**src/rtl/wpg_pkg.sv**
```systemverilog
package wpg_pkg;
  localparam int unsigned SEGS = 2;

  typedef struct packed {
    logic [SEGS-1:0] ldStart;
    logic [SEGS-1:0] ldEnd;
    logic [SEGS-1:0] rdStart;
    logic [SEGS-1:0] rdEnd;
  } wpgStrobe_t;
endpackage

```
**src/rtl/wpg_ctrl.sv**
```systemverilog
module wpg_ctrl #(
  parameter int unsigned NSEG     = wpg_pkg::SEGS,
  parameter int unsigned REG_AW   = 8,
  parameter int unsigned DATA_W   = 32,
  parameter int unsigned ADDR_W   = 23,
  parameter int unsigned CTL_W    = 2,
  parameter logic [7:0]  BASE_OFF = 8'h20
) (
  input  logic                clk,
  input  logic                rstN,
  input  logic                regWrEn,
  input  logic [REG_AW-1:0]   regAddr,
  input  logic [DATA_W-1:0]   regWrData,
  input  logic                blockMode,
  input  logic                accValid,
  input  logic [NSEG-1:0]     segHit,
  input  logic [NSEG-1:0]     segArmed,
  output wpg_pkg::wpgStrobe_t strobe,
  output logic                ramWe,
  output logic                faultPulse,
  output logic                faultFlag,
  output logic                parityErr
);
  localparam int unsigned START_HI = ADDR_W + CTL_W;

  logic startBad;
  logic endBad;
  logic anyArmed;
  logic refuse;
  logic parityHit;

  // Register offset decode, one start/end pair per segment, 8 bytes apart
  for (genvar i = 0; i < NSEG; i++) begin : g_dec
    localparam logic [REG_AW-1:0] OFF_S = REG_AW'(BASE_OFF) + REG_AW'(8 * i);
    localparam logic [REG_AW-1:0] OFF_E = OFF_S + REG_AW'(4);
    assign strobe.rdStart[i] = (regAddr == OFF_S);
    assign strobe.rdEnd[i]   = (regAddr == OFF_E);
    assign strobe.ldStart[i] = regWrEn && (regAddr == OFF_S);
    assign strobe.ldEnd[i]   = regWrEn && (regAddr == OFF_E);
  end

  // Reserved-bit detection
  assign startBad  = |regWrData[DATA_W-1:START_HI];
  assign endBad    = |regWrData[DATA_W-1:ADDR_W];
  assign parityHit = ((|strobe.ldStart) && startBad) || ((|strobe.ldEnd) && endBad);

  // Decision
  assign anyArmed = |segArmed;
  always_comb begin
    if (!anyArmed)      refuse = 1'b0;
    else if (blockMode) refuse = |segHit;
    else                refuse = ~|(segHit & segArmed);
  end

  assign faultPulse = accValid && refuse;
  assign ramWe      = accValid && !refuse;

  always_ff @(posedge clk) begin
    if (!rstN) begin
      faultFlag <= 1'b0;
      parityErr <= 1'b0;
    end else begin
      if (faultPulse) faultFlag <= 1'b1;
      if (parityHit)  parityErr <= 1'b1;
    end
  end
endmodule

```
**src/rtl/wpg_datapath.sv**
```systemverilog
module wpg_datapath #(
  parameter int unsigned NSEG       = wpg_pkg::SEGS,
  parameter int unsigned DATA_W     = 32,
  parameter int unsigned ACC_W      = 32,
  parameter int unsigned ADDR_W     = 23,
  parameter int unsigned CTL_W      = 2,
  parameter int unsigned SPACE_W    = 4,
  parameter logic [3:0]  USER_SPACE = 4'hA,
  parameter logic [3:0]  SUP_SPACE  = 4'hB
) (
  input  logic                clk,
  input  logic                rstN,
  input  wpg_pkg::wpgStrobe_t strobe,
  input  logic [DATA_W-1:0]   regWrData,
  input  logic [ACC_W-1:0]    accAddr,
  input  logic                accDouble,
  input  logic [SPACE_W-1:0]  accSpace,
  output logic [NSEG-1:0]     segHit,
  output logic [NSEG-1:0]     segArmed,
  output logic [DATA_W-1:0]   regRdData
);
  localparam int unsigned PAD_S = DATA_W - ADDR_W - CTL_W;
  localparam int unsigned PAD_E = DATA_W - ADDR_W;

  logic [ADDR_W-1:0] wordAddr;
  logic [ADDR_W-1:0] wordTop;
  logic              isUser;
  logic              isSup;

  // Word address from byte bits ADDR_W-1:2
  assign wordAddr = ADDR_W'(accAddr[ADDR_W-1:2]);
  assign wordTop  = wordAddr | ADDR_W'(accDouble);
  assign isUser   = (accSpace == SPACE_W'(USER_SPACE));
  assign isSup    = (accSpace == SPACE_W'(SUP_SPACE));

  logic [DATA_W-1:0] rdPart [NSEG];

  for (genvar i = 0; i < NSEG; i++) begin : g_seg
    logic [ADDR_W-1:0] startQ;
    logic [ADDR_W-1:0] endQ;
    logic [CTL_W-1:0]  ctlQ;
    logic              spaceOk;

    always_ff @(posedge clk) begin
      if (!rstN) begin
        startQ <= '0;
        endQ   <= '0;
        ctlQ   <= '0;
      end else begin
        if (strobe.ldStart[i]) begin
          startQ <= regWrData[ADDR_W-1:0];
          ctlQ   <= regWrData[ADDR_W +: CTL_W];
        end
        if (strobe.ldEnd[i]) endQ <= regWrData[ADDR_W-1:0];
      end
    end

    assign spaceOk     = (isUser && ctlQ[0]) || (isSup && ctlQ[1]);
    assign segHit[i]   = spaceOk && (wordAddr >= startQ) && (wordTop < endQ);
    assign segArmed[i] = |ctlQ;

    always_comb begin
      rdPart[i] = '0;
      if (strobe.rdStart[i]) rdPart[i] = {{PAD_S{1'b0}}, ctlQ, startQ};
      if (strobe.rdEnd[i])   rdPart[i] = {{PAD_E{1'b0}}, endQ};
    end
  end

  always_comb begin
    regRdData = '0;
    for (int i = 0; i < NSEG; i++) regRdData = regRdData | rdPart[i];
  end
endmodule

```
**src/rtl/ram_write_guard.sv**
```systemverilog
module ram_write_guard #(
  parameter int unsigned NSEG    = wpg_pkg::SEGS,
  parameter int unsigned REG_AW  = 8,
  parameter int unsigned DATA_W  = 32,
  parameter int unsigned ACC_W   = 32,
  parameter int unsigned ADDR_W  = 23,
  parameter int unsigned CTL_W   = 2,
  parameter int unsigned SPACE_W = 4
) (
  input  logic               clk,
  input  logic               rstN,
  input  logic               regWrEn,
  input  logic [REG_AW-1:0]  regAddr,
  input  logic [DATA_W-1:0]  regWrData,
  output logic [DATA_W-1:0]  regRdData,
  input  logic               blockMode,
  input  logic               accValid,
  input  logic [ACC_W-1:0]   accAddr,
  input  logic               accDouble,
  input  logic [SPACE_W-1:0] accSpace,
  output logic               ramWe,
  output logic               faultPulse,
  output logic               faultFlag,
  output logic               parityErr
);
  wpg_pkg::wpgStrobe_t strobe;
  logic [NSEG-1:0]     segHit;
  logic [NSEG-1:0]     segArmed;

  wpg_ctrl #(
    .NSEG(NSEG), .REG_AW(REG_AW), .DATA_W(DATA_W), .ADDR_W(ADDR_W), .CTL_W(CTL_W)
  ) u_ctrl (
    .clk(clk), .rstN(rstN), .regWrEn(regWrEn), .regAddr(regAddr),
    .regWrData(regWrData), .blockMode(blockMode), .accValid(accValid),
    .segHit(segHit), .segArmed(segArmed), .strobe(strobe), .ramWe(ramWe),
    .faultPulse(faultPulse), .faultFlag(faultFlag), .parityErr(parityErr)
  );

  wpg_datapath #(
    .NSEG(NSEG), .DATA_W(DATA_W), .ACC_W(ACC_W), .ADDR_W(ADDR_W),
    .CTL_W(CTL_W), .SPACE_W(SPACE_W)
  ) u_dp (
    .clk(clk), .rstN(rstN), .strobe(strobe), .regWrData(regWrData),
    .accAddr(accAddr), .accDouble(accDouble), .accSpace(accSpace),
    .segHit(segHit), .segArmed(segArmed), .regRdData(regRdData)
  );
endmodule

```
**config.mk**
```make
export PLATFORM = sky130hd
export DESIGN_NAME = ram_write_guard
export DESIGN_NICKNAME = d
export VERILOG_FILES = /design/src/rtl/wpg_pkg.sv /design/src/rtl/wpg_ctrl.sv /design/src/rtl/wpg_datapath.sv /design/src/rtl/ram_write_guard.sv
export SDC_FILE = /design/constraint.sdc
export NUM_CORES = 1
export LEC_CHECK = 0
export BUFFER_PORTS_ARGS = -buffer_cell sky130_fd_sc_hd__buf_2
export CORE_ASPECT_RATIO = 1.75
export CORE_UTILIZATION = 44
export CTS_BUF_LIST = sky130_fd_sc_hd__clkbuf_4 sky130_fd_sc_hd__clkbuf_8 sky130_fd_sc_hd__clkbuf_16
export DETAILED_ROUTE_END_ITERATION = 16
export GPL_TIMING_DRIVEN = 0
export PLACE_DENSITY = 0.67
export RECOVER_POWER = 25
export SLEW_MARGIN = 20
export SYNTH_ARGS = -nofsm -noshare
export SYNTH_HDL_FRONTEND = slang
export SYNTH_SLANG_ARGS = --single-unit
```
**constraint.sdc**
```tcl
create_clock -name clk -period 6.2 [get_ports clk]
set_clock_uncertainty 0.1 [all_clocks]
set_input_delay 0.31 -clock clk [delete_from_list [all_inputs] [get_ports clk]]
set_output_delay 0.31 -clock clk [all_outputs]
set_load 0.01 [all_outputs]
```
Yosys cells after proc, flatten, opt, wreduce, memory -nomap -nowiden
Cells that the tools add are included.

$lt $le $gt $ge: 4. Equality and inequality tests: 6. Mux-type cells: 6. Bitwise logic cells: 3. Reductions and logical operators: 30.

Operators by type and width (count): $mux 25 (4); $ge 21x23->1 (2); $lt 23x23->1 (2); $eq 8x6->1 const B (4); $or 25x25->25 (1); $or 21x1->21 (1); $logic_and 1x1->1 (16); $reduce_or 2->1 (6); $reduce_or 9->1 (1); $eq 4x4->1 const B (2); $reduce_or 7->1 (1); $reduce_or 4->1 (1); $logic_or 1x1->1 (3); $and 2x2->2 (1); $logic_not 1->1 (2); $mux 1 (2).

Bits in registers: 98. Input bits: 82. Word-level logic and storage cells: 57.

Logic depth before layout (Yosys ltp)
Gate-level depths: netlist (run 1).

Depth after elaboration: 12. Mapped depth: 10. Mapped depth without buffers: 10.

Modules after synthesis
From an unflattened synthesis (run 1), not the netlist that was laid out.

Cells, all modules: 733. Area, all modules: 6550.0 µm².

By module, submodules not included: wpg_datapath (instances 1, cells each 702, area an instance 6309.8 µm²); wpg_ctrl (instances 1, cells each 31, area an instance 240.2 µm²).

Worst setup path before layout (run 1)
Ideal clock, no wire load.

Path kind: register to output. Start: register u_dp.g_seg[1].startQ[16]. End: output port ramWe. Data arrival time: 2.063 ns. Required time: 5.790 ns. Path slack: 3.727 ns. Cell stages (with the launch flop): 11. Buffers on the path: 0. Cells stage by stage: dfxtp_1 -> inv_1 -> ha_1 -> a21o_1 -> a21o_1 -> a211o_1 -> a21oi_2 -> o211ai_1 -> a32oi_2 -> xnor2_1 -> o21a_1.

Longest elaborated chain between the ends: 10.

RTL lines: start: declaration (RTL line wpg_datapath.sv:39) `logic [ADDR_W-1:0] startQ;`; start signal: assignment (RTL line wpg_datapath.sv:51) `startQ <= regWrData[ADDR_W-1:0];`; $ge 21x23->1 (*) (RTL line wpg_datapath.sv:59) `assign segHit[i] = spaceOk && (wordAddr >= startQ) && (wordTop < endQ);`; $logic_and 1x1->1 (*) (2 in a row) (RTL line wpg_datapath.sv:59); $and 2x2->2 (RTL line wpg_ctrl.sv:52) `else refuse = ~|(segHit & segArmed);`; $reduce_or 2->1 (RTL line wpg_ctrl.sv:52); $logic_not 1->1 (RTL line wpg_ctrl.sv:52); $mux 1 (*) (RTL line wpg_ctrl.sv:51) `else if (blockMode) refuse = |segHit;`; $mux 1 (*) (RTL line wpg_ctrl.sv:50) `if (!anyArmed) refuse = 1'b0;`; $logic_not 1->1 (*) (RTL line wpg_ctrl.sv:56) `assign ramWe = accValid && !refuse;`; $logic_and 1x1->1 (*) (RTL line wpg_ctrl.sv:56); end: declaration (RTL line ram_write_guard.sv:21) `output logic ramWe,`.

Every way passes the cells marked *; elsewhere a longest branch is shown, timed or not.

Final worst setup path (run 1)
Ends and elaborated chain as after synthesis.

==> flow_metrics.py, run 1 <==
metrics = {
    "sta": {
        "setup_tns_ns": 0,
        "slew_violations": 0,
        "tightestPinTransition_ns": 1.05,
        "rsz0062_at_grt": "false",
        "max-slew-margin-rel": 0.299,
        "finalSetupViolCount": 0,
        "period_share": 0.521,
        "finalCriticalPeriod_ns": 3.23,
        "hold_viol": 0,
        "fmax_ghz": 0.310,
    },
    "placement": {
        "dp.cells": 1088,
        "io_buffer_count": 97,
        "hpwlAfterDp_um": 15800,
        "gp_congestion": 0.934,
    },
    "power_and_ir_drop": {
        "p_per_area_mw_per_mm2": 179,
        "irDropWorstVdd_mv": 0.116,
        "power_leakage_uw": 0.00284,
    },
    "worst_hold_path": {
        "hold_class": "input port to flop",
        "worstHoldStart": "regWrData[23]",
    },
    "cts": {
        "cts.sinks": 98,
        "post-cts-setup-buffer-count": 0,
        "cts_tree": "done",
        "clock_path_buffers": 2,
        "cts_root_buf": "clkbuf_16",
        "cts_made_buffers": 9,
        "clk_latency_ns": 0.36,
        "clk_pin_slew_ns": 0.07,
        "cts_max_level": 3,
        "cts_resized": 0,
        "cts_hold_buf": 0,
    },
    "setup_path": {
        "start_kind": "flop",
        "cp-startpoint": "u_dp.g_seg[1].startQ[16]",
        "r2r_start": "u_dp.g_seg[1].startQ[16]",
        "required_ns": 5.79,
        "endpoint_kind": "primary output",
        "reg2regPathDepth": 10,
        "path_class": "flop to primary output",
        "r2r_end": "u_ctrl.faultFlag",
        "endpoint": "ramWe",
        "critPathArrivalTime_ns": 2.82,
        "crit_path_max_fanout": 3,
        "reg2reg_slack_ns": 3.60,
    },
    "logic_synthesis": {
        "synth_most_common_cell": "nand2_1",
        "syn_area_mm2": 0.00668,
        "synth_edf_count": 0,
        "synthDistinctLibCells": 51,
        "synthFlopType": "dfxtp_1",
        "yosys.area.top_type_share": 0.294,
        "synthTopCellsByCount": "nand2_1 (207), dfxtp_1 (98), ha_1 (82)",
        "ys_seq_area_frac": 0.294,
        "ys.warnings.count": 0,
        "synth_area_per_cell_um2": 8.32,
        "yosysTopAreaCell": "dfxtp_1",
        "synth-async-reset-ratio": 0,
        "ys_ff_latch": 98,
        "syn_inst": 802,
        "synthTopCellsByArea": "dfxtp_1 (29%), ha_1 (15%), nand2_1 (12%)",
    },
    "drt": {
        "num_vias": 5965,
        "ant_nets": 0,
        "drt_iter0_markers": 207,
        "drt_pass1_iterations": 5,
        "vias_per_cell": 5.40,
        "wl_per_cell_um": 18.1,
        "drc": 0,
        "drt-total-wl_um": 20000,
    },
    "floorplanning": {
        "num_rows": 59,
        "die_h_um": 165,
        "core_area_mm2": 0.0148,
        "initial_utilization": 0.450,
        "ios": 118,
        "dieArea_mm2": 0.0157,
        "fp.dieW_um": 95.1,
    },
    "final_layout": {
        "finalNetCount": 1080,
        "syn_to_final_growth_pct": 15.1,
        "antenna_cells": 0,
        "final_cells": 1104,
        "drive_gt1_frac": 0.169,
    },
    "grt": {
        "track_usage": 0.268,
        "antenna_found_initial": 0,
        "grtUsageMet2": 0.500,
        "grt_max_degree": 18,
        "met1_usage": 0.287,
        "grt.overflow.total": 0,
        "grt_pass1_wl_um": 30900,
        "grt-busiest-layer": "met2",
        "grt_pass1_vias": 5844,
        "grt_use_met3": 0.0295,
    },
    "run": {
        "drv_cap": 0,
    },
    "status": {
        "outcome": "complete, no violations",
    },
}
==> registers in the layout (all words and copies together) (netlist names) <==
signal             cells
u_dp.g_seg.startQ     46
u_dp.g_seg.ctlQ        4
u_dp.g_seg.endQ       46
u_ctrl.parityErr       1
u_ctrl.faultFlag       1
==> worst min path at each step <==
stage                          endpoint  slack [ns]  cells past startpoint
3_5_place_dp           u_ctrl.parityErr        0.36                      1
5_1_grt           u_dp.g_seg[0].ctlQ[0]        0.11                      3
2_1_floorplan  u_dp.g_seg[1].startQ[11]        0.34                      2
4_1_cts           u_dp.g_seg[1].ctlQ[0]        0.11                      3
3_3_place_gp           u_ctrl.parityErr        0.35                      1
6_report          u_dp.g_seg[1].ctlQ[0]        0.11                      3
==> power by group <==
part / total, µW / switching, µW / internal [µW] / leakage, µW
registers: 630 / 0.659 / 630 / 0.000789
logic: 163 / 91.9 / 71.1 / 0.00191
clock network: 584 / 268 / 316 / 0.000142
==> layout make-up <==
cell class              instances  area (µm²)
flip-flops and latches         98        1960
clock buffers                   9         225
well taps                     183         229
fillers                      1501        7160
multi-input cells             582        4150
plain buffers                  46         246
repair buffers                 97         483
inverters                      82         308
clock inverters                 7        76.3
==> per-layer routing <==
metal / share of wire / routed length [µm]
met3: 0.040 / 806
met4: 0.048 / 957
met5: 0 / 0
met1: 0.37 / 7470
met2: 0.54 / 10700
==> cell families after synthesis <==
family / synth area share
simple gates: 0.197
compound gates: 0.185
buf+inv: 0.0845
flops: 0.294
fa+ha+maj: 0.154
mux: 0.0836
other cells: 0.000562
xor+xnor: 0.00131
==> metrics by stage <==
stage	util	power, µW	hold WS, ns	cell area (µm²)	setup WS [ns]
2_1_floorplan	-	735	0.341	6700	3.73
3_3_place_gp	0.500	806	0.346	7410	3.30
3_5_place_dp	0.500	807	0.357	7410	3.31
4_1_cts	0.520	1380	0.111	7710	2.96
5_1_grt	0.518	1430	0.111	7680	2.71
6_report	0.518	1380	0.114	7680	2.97
==> worst max-delay path, cell delays in order (launching register included) <==
cell and delay, ns:
dfxtp_1 0.37, inv_1 0.06, ha_1 0.33, a21o_1 0.20, a21o_1 0.19, a211o_1 0.30
a21oi_2 0.12, o211ai_1 0.11, a32oi_2 0.33, xnor2_1 0.20, o21a_1 0.14, buf_2 0.12
==> cells in the final DEF (no fill, tap or decap), types with 3 or more instances in the layout <==
| cell type | n |
|---|---|
| buf_2 | 100 |
| nand2_1 | 208 |
| o21a_1 | 6 |
| a21boi_0 | 68 |
| nand3_1 | 7 |
| a21oi_1 | 29 |
| mux2i_1 | 4 |
| clkbuf_16 | 9 |
| inv_1 | 82 |
| buf_4 | 8 |
| nor4_1 | 3 |
| o21ai_0 | 12 |
| a21boi_1 | 28 |
| o21bai_1 | 3 |
| buf_6 | 5 |
| mux4_2 | 23 |
| clkbuf_1 | 28 |
| ha_1 | 82 |
| a31oi_1 | 3 |
| conb_1 | 7 |
| nor2_1 | 9 |
| a21o_1 | 15 |
| nor3_1 | 6 |
| nor2b_1 | 25 |
| and4_1 | 6 |
| nand4_1 | 12 |
| dfxtp_1 | 98 |
(Power assumes the default switching activity.)
==> inputs of run 2 (changes only) <==
--- a/config.mk
+++ b/config.mk
@@ -11,7 +11,7 @@
 export CTS_BUF_LIST = sky130_fd_sc_hd__clkbuf_4 sky130_fd_sc_hd__clkbuf_8 sky130_fd_sc_hd__clkbuf_16
 export DETAILED_ROUTE_END_ITERATION = 16
 export GPL_TIMING_DRIVEN = 0
-export PLACE_DENSITY = 0.67
+export PLACE_DENSITY = 0.7
 export RECOVER_POWER = 25
 export SLEW_MARGIN = 20
 export SYNTH_ARGS = -nofsm -noshare
==> constraint.sdc (replaced) <==
create_clock -name clk -period 2.7 [get_ports clk]
set_clock_uncertainty 0.1 [all_clocks]
set_input_delay 0.135 -clock clk [delete_from_list [all_inputs] [get_ports clk]]
set_output_delay 0.135 -clock clk [all_outputs]
set_load 0.01 [all_outputs]
==> run 2 against run 1 <==
The flow now finishes with violations (negative setup slack); hold slack lost 0.017 ns; final cell count is 3.3% higher; power increased by 140%; first-iteration DRC count up 54%; sequential share of layout area down 1.4 points; non-clock buffer count grew 36; critical path type unchanged.
==> flow_metrics.py, run 2 (same netlist as run 1, synthesis figures left out) <==
metrics = {
    "placement": {
        "io_buffer_count": 97,
        "gp_congestion": 0.956,
        "dp_slack_ns": 0.00752,
        "dp.cells": 1088,
        "placed_area_mm2": 0.00741,
        "hpwlAfterDp_um": 15800,
    },
    "drt": {
        "highest_layer": "met4",
        "routedLengthMet1_um": 7510,
        "drt_iter0_markers": 318,
        "wl_met2_um": 11100,
        "drt_pass1_iterations": 5,
        "wl_per_cell_um": 18.1,
        "drc": 0,
        "wl_met3_um": 998,
        "num_vias": 6244,
        "vias_per_cell": 5.48,
        "ant_nets": 0,
        "drt-total-wl_um": 20700,
    },
    "cts": {
        "clk_latency_ns": 0.35,
        "clk_pin_slew_ns": 0.07,
        "cts_made_buffers": 9,
        "cts.sinks": 98,
        "cts_max_level": 3,
        "clock_path_buffers": 2,
        "cts_tree": "done",
        "cts_root_buf": "clkbuf_16",
    },
    "setup_path": {
        "critPathArrivalTime_ns": 2.62,
        "endpoint_kind": "primary output",
        "required_ns": 2.47,
        "path_class": "flop to primary output",
        "start_kind": "flop",
        "crit_path_max_fanout": 3,
    },
    "sta": {
        "fin_ws_ns": -0.150,
        "rsz0062_at_grt": "true",
        "period_share": 1.06,
        "max-slew-margin-rel": 0.337,
        "fmax_ghz": 0.351,
        "finalSetupViolCount": 3,
        "hold_viol": 0,
        "finalCriticalPeriod_ns": 2.85,
        "slew_violations": 0,
        "tightestPinTransition_ns": 0.992,
    },
    "final_layout": {
        "finalNetCount": 1116,
        "fin_area_mm2": 0.00819,
        "register_area_mm2": 0.00198,
        "reg_top3": "u_dp.g_seg.endQ x46, u_dp.g_seg.startQ x46, u_dp.g_seg.ctlQ x4",
        "antenna_cells": 0,
        "final_cells": 1140,
        "fin_util": 0.552,
        "drive_gt1_frac": 0.214,
        "layout_commonest_cell": "nand2_1",
        "final_cell_mix": "nand2_1 (208), buf_2 (99), dfxtp_1 (84), inv_1 (79), ha_1 (75)",
        "multi_input_area_mm2": 0.00430,
        "syn_to_final_growth_pct": 22.7,
        "num-fill-cells": 1387,
    },
    "grt": {
        "track_usage": 0.272,
        "grt.overflow.total": 0,
        "antenna_found_initial": 0,
        "grt_max_degree": 17,
        "grt_pass1_vias": 5984,
        "grt_pass1_wl_um": 31500,
    },
    "floorplanning": {
        "dieArea_mm2": 0.0157,
        "ios": 118,
        "initial_utilization": 0.450,
        "fp.dieW_um": 95.1,
        "num_rows": 59,
        "die_h_um": 165,
        "core_area_mm2": 0.0148,
    },
    "status": {
        "outcome": "complete, but fails checks",
        "failed_checks": "negative setup slack",
    },
    "power_and_ir_drop": {
        "p_per_area_mw_per_mm2": 396,
        "power.total_uw": 3240,
        "power_leakage_uw": 0.00304,
        "irDropWorstVdd_mv": 0.309,
    },
    "run": {
        "drv_cap": 0,
    },
    "worst_hold_path": {
        "hold_class": "input port to flop",
    },
}
[run 2: worst paths after layout]
| check | slack (ns) | endpoint | startpoint | cells after the start |
|---|---|---|---|---|
| min reg2reg | 0.36 | u_dp.g_seg[0].endQ[5] | u_dp.g_seg[0].endQ[5] | 2 |
| max | -0.15 | faultPulse | u_dp.g_seg[1].endQ[9] | 11 |
| max reg2reg | 0.14 | u_ctrl.faultFlag | u_dp.g_seg[1].endQ[9] | 11 |
| min | 0.1 | u_ctrl.parityErr | regWrData[27] | 4 |
[run 2: repair_timing]
| item | 4_1_cts | 5_1_grt |
|---|---|---|
| pin swaps | 21 | 11 |
| setup endpoints to repair | 2 | 2 |
| hold endpoints to repair | 96 | 0 |
| setup buffers | 9 | 2 |
| resized for setup | 36 | 7 |
| hold buffers | 25 | 0 |
[run 2: cell type report]
| type | count | share of cell area |
|---|---|---|
| multi-input combinational | 582 | 0.525 |
| clock buffer | 11 | 0.0308 |
| sequential | 98 | 0.242 |
| clock inverter | 5 | 0.00733 |
| inverter | 82 | 0.0376 |
| buffer | 46 | 0.0302 |
| timing repair buffer | 133 | 0.0994 |
| tap | 183 | 0.0279 |
[run 2: critical path: stages, from the launching register on]
cell       delay, ns
dfxtp_2         0.34
inv_1           0.04
ha_1            0.28
nand4_1         0.26
nor3_2          0.25
a2bb2oi_2       0.11
a21oi_2         0.17
o31ai_2         0.09
a32oi_2         0.30
xnor2_2         0.12
nor3b_2         0.17
buf_2           0.14
[run 2: per-stage QoR]
step,hold WS [ns],TNS (ns)
after floorplan,0.170,0
after global placement,0.306,0
after detailed placement,0.309,0
after CTS,0.0957,-0.204
after global routing,0.130,-1.15
final,0.0969,-0.324
[run 2: report_power, final]
part | total [µW] | switching [µW] | internal [µW]
Clock | 1370 | 599 | 773
Sequential | 1450 | 1.56 | 1450
Combinational | 421 | 225 | 196
Total | 3240 | 825 | 2420
[run 2: per-layer routing]
metal / track usage / vias up
met3: 0.0308 / 57
met5: 0 / -
met2: 0.507 / 204
li1: - / 3016
met4: 0.156 / 0
met1: 0.286 / 2967
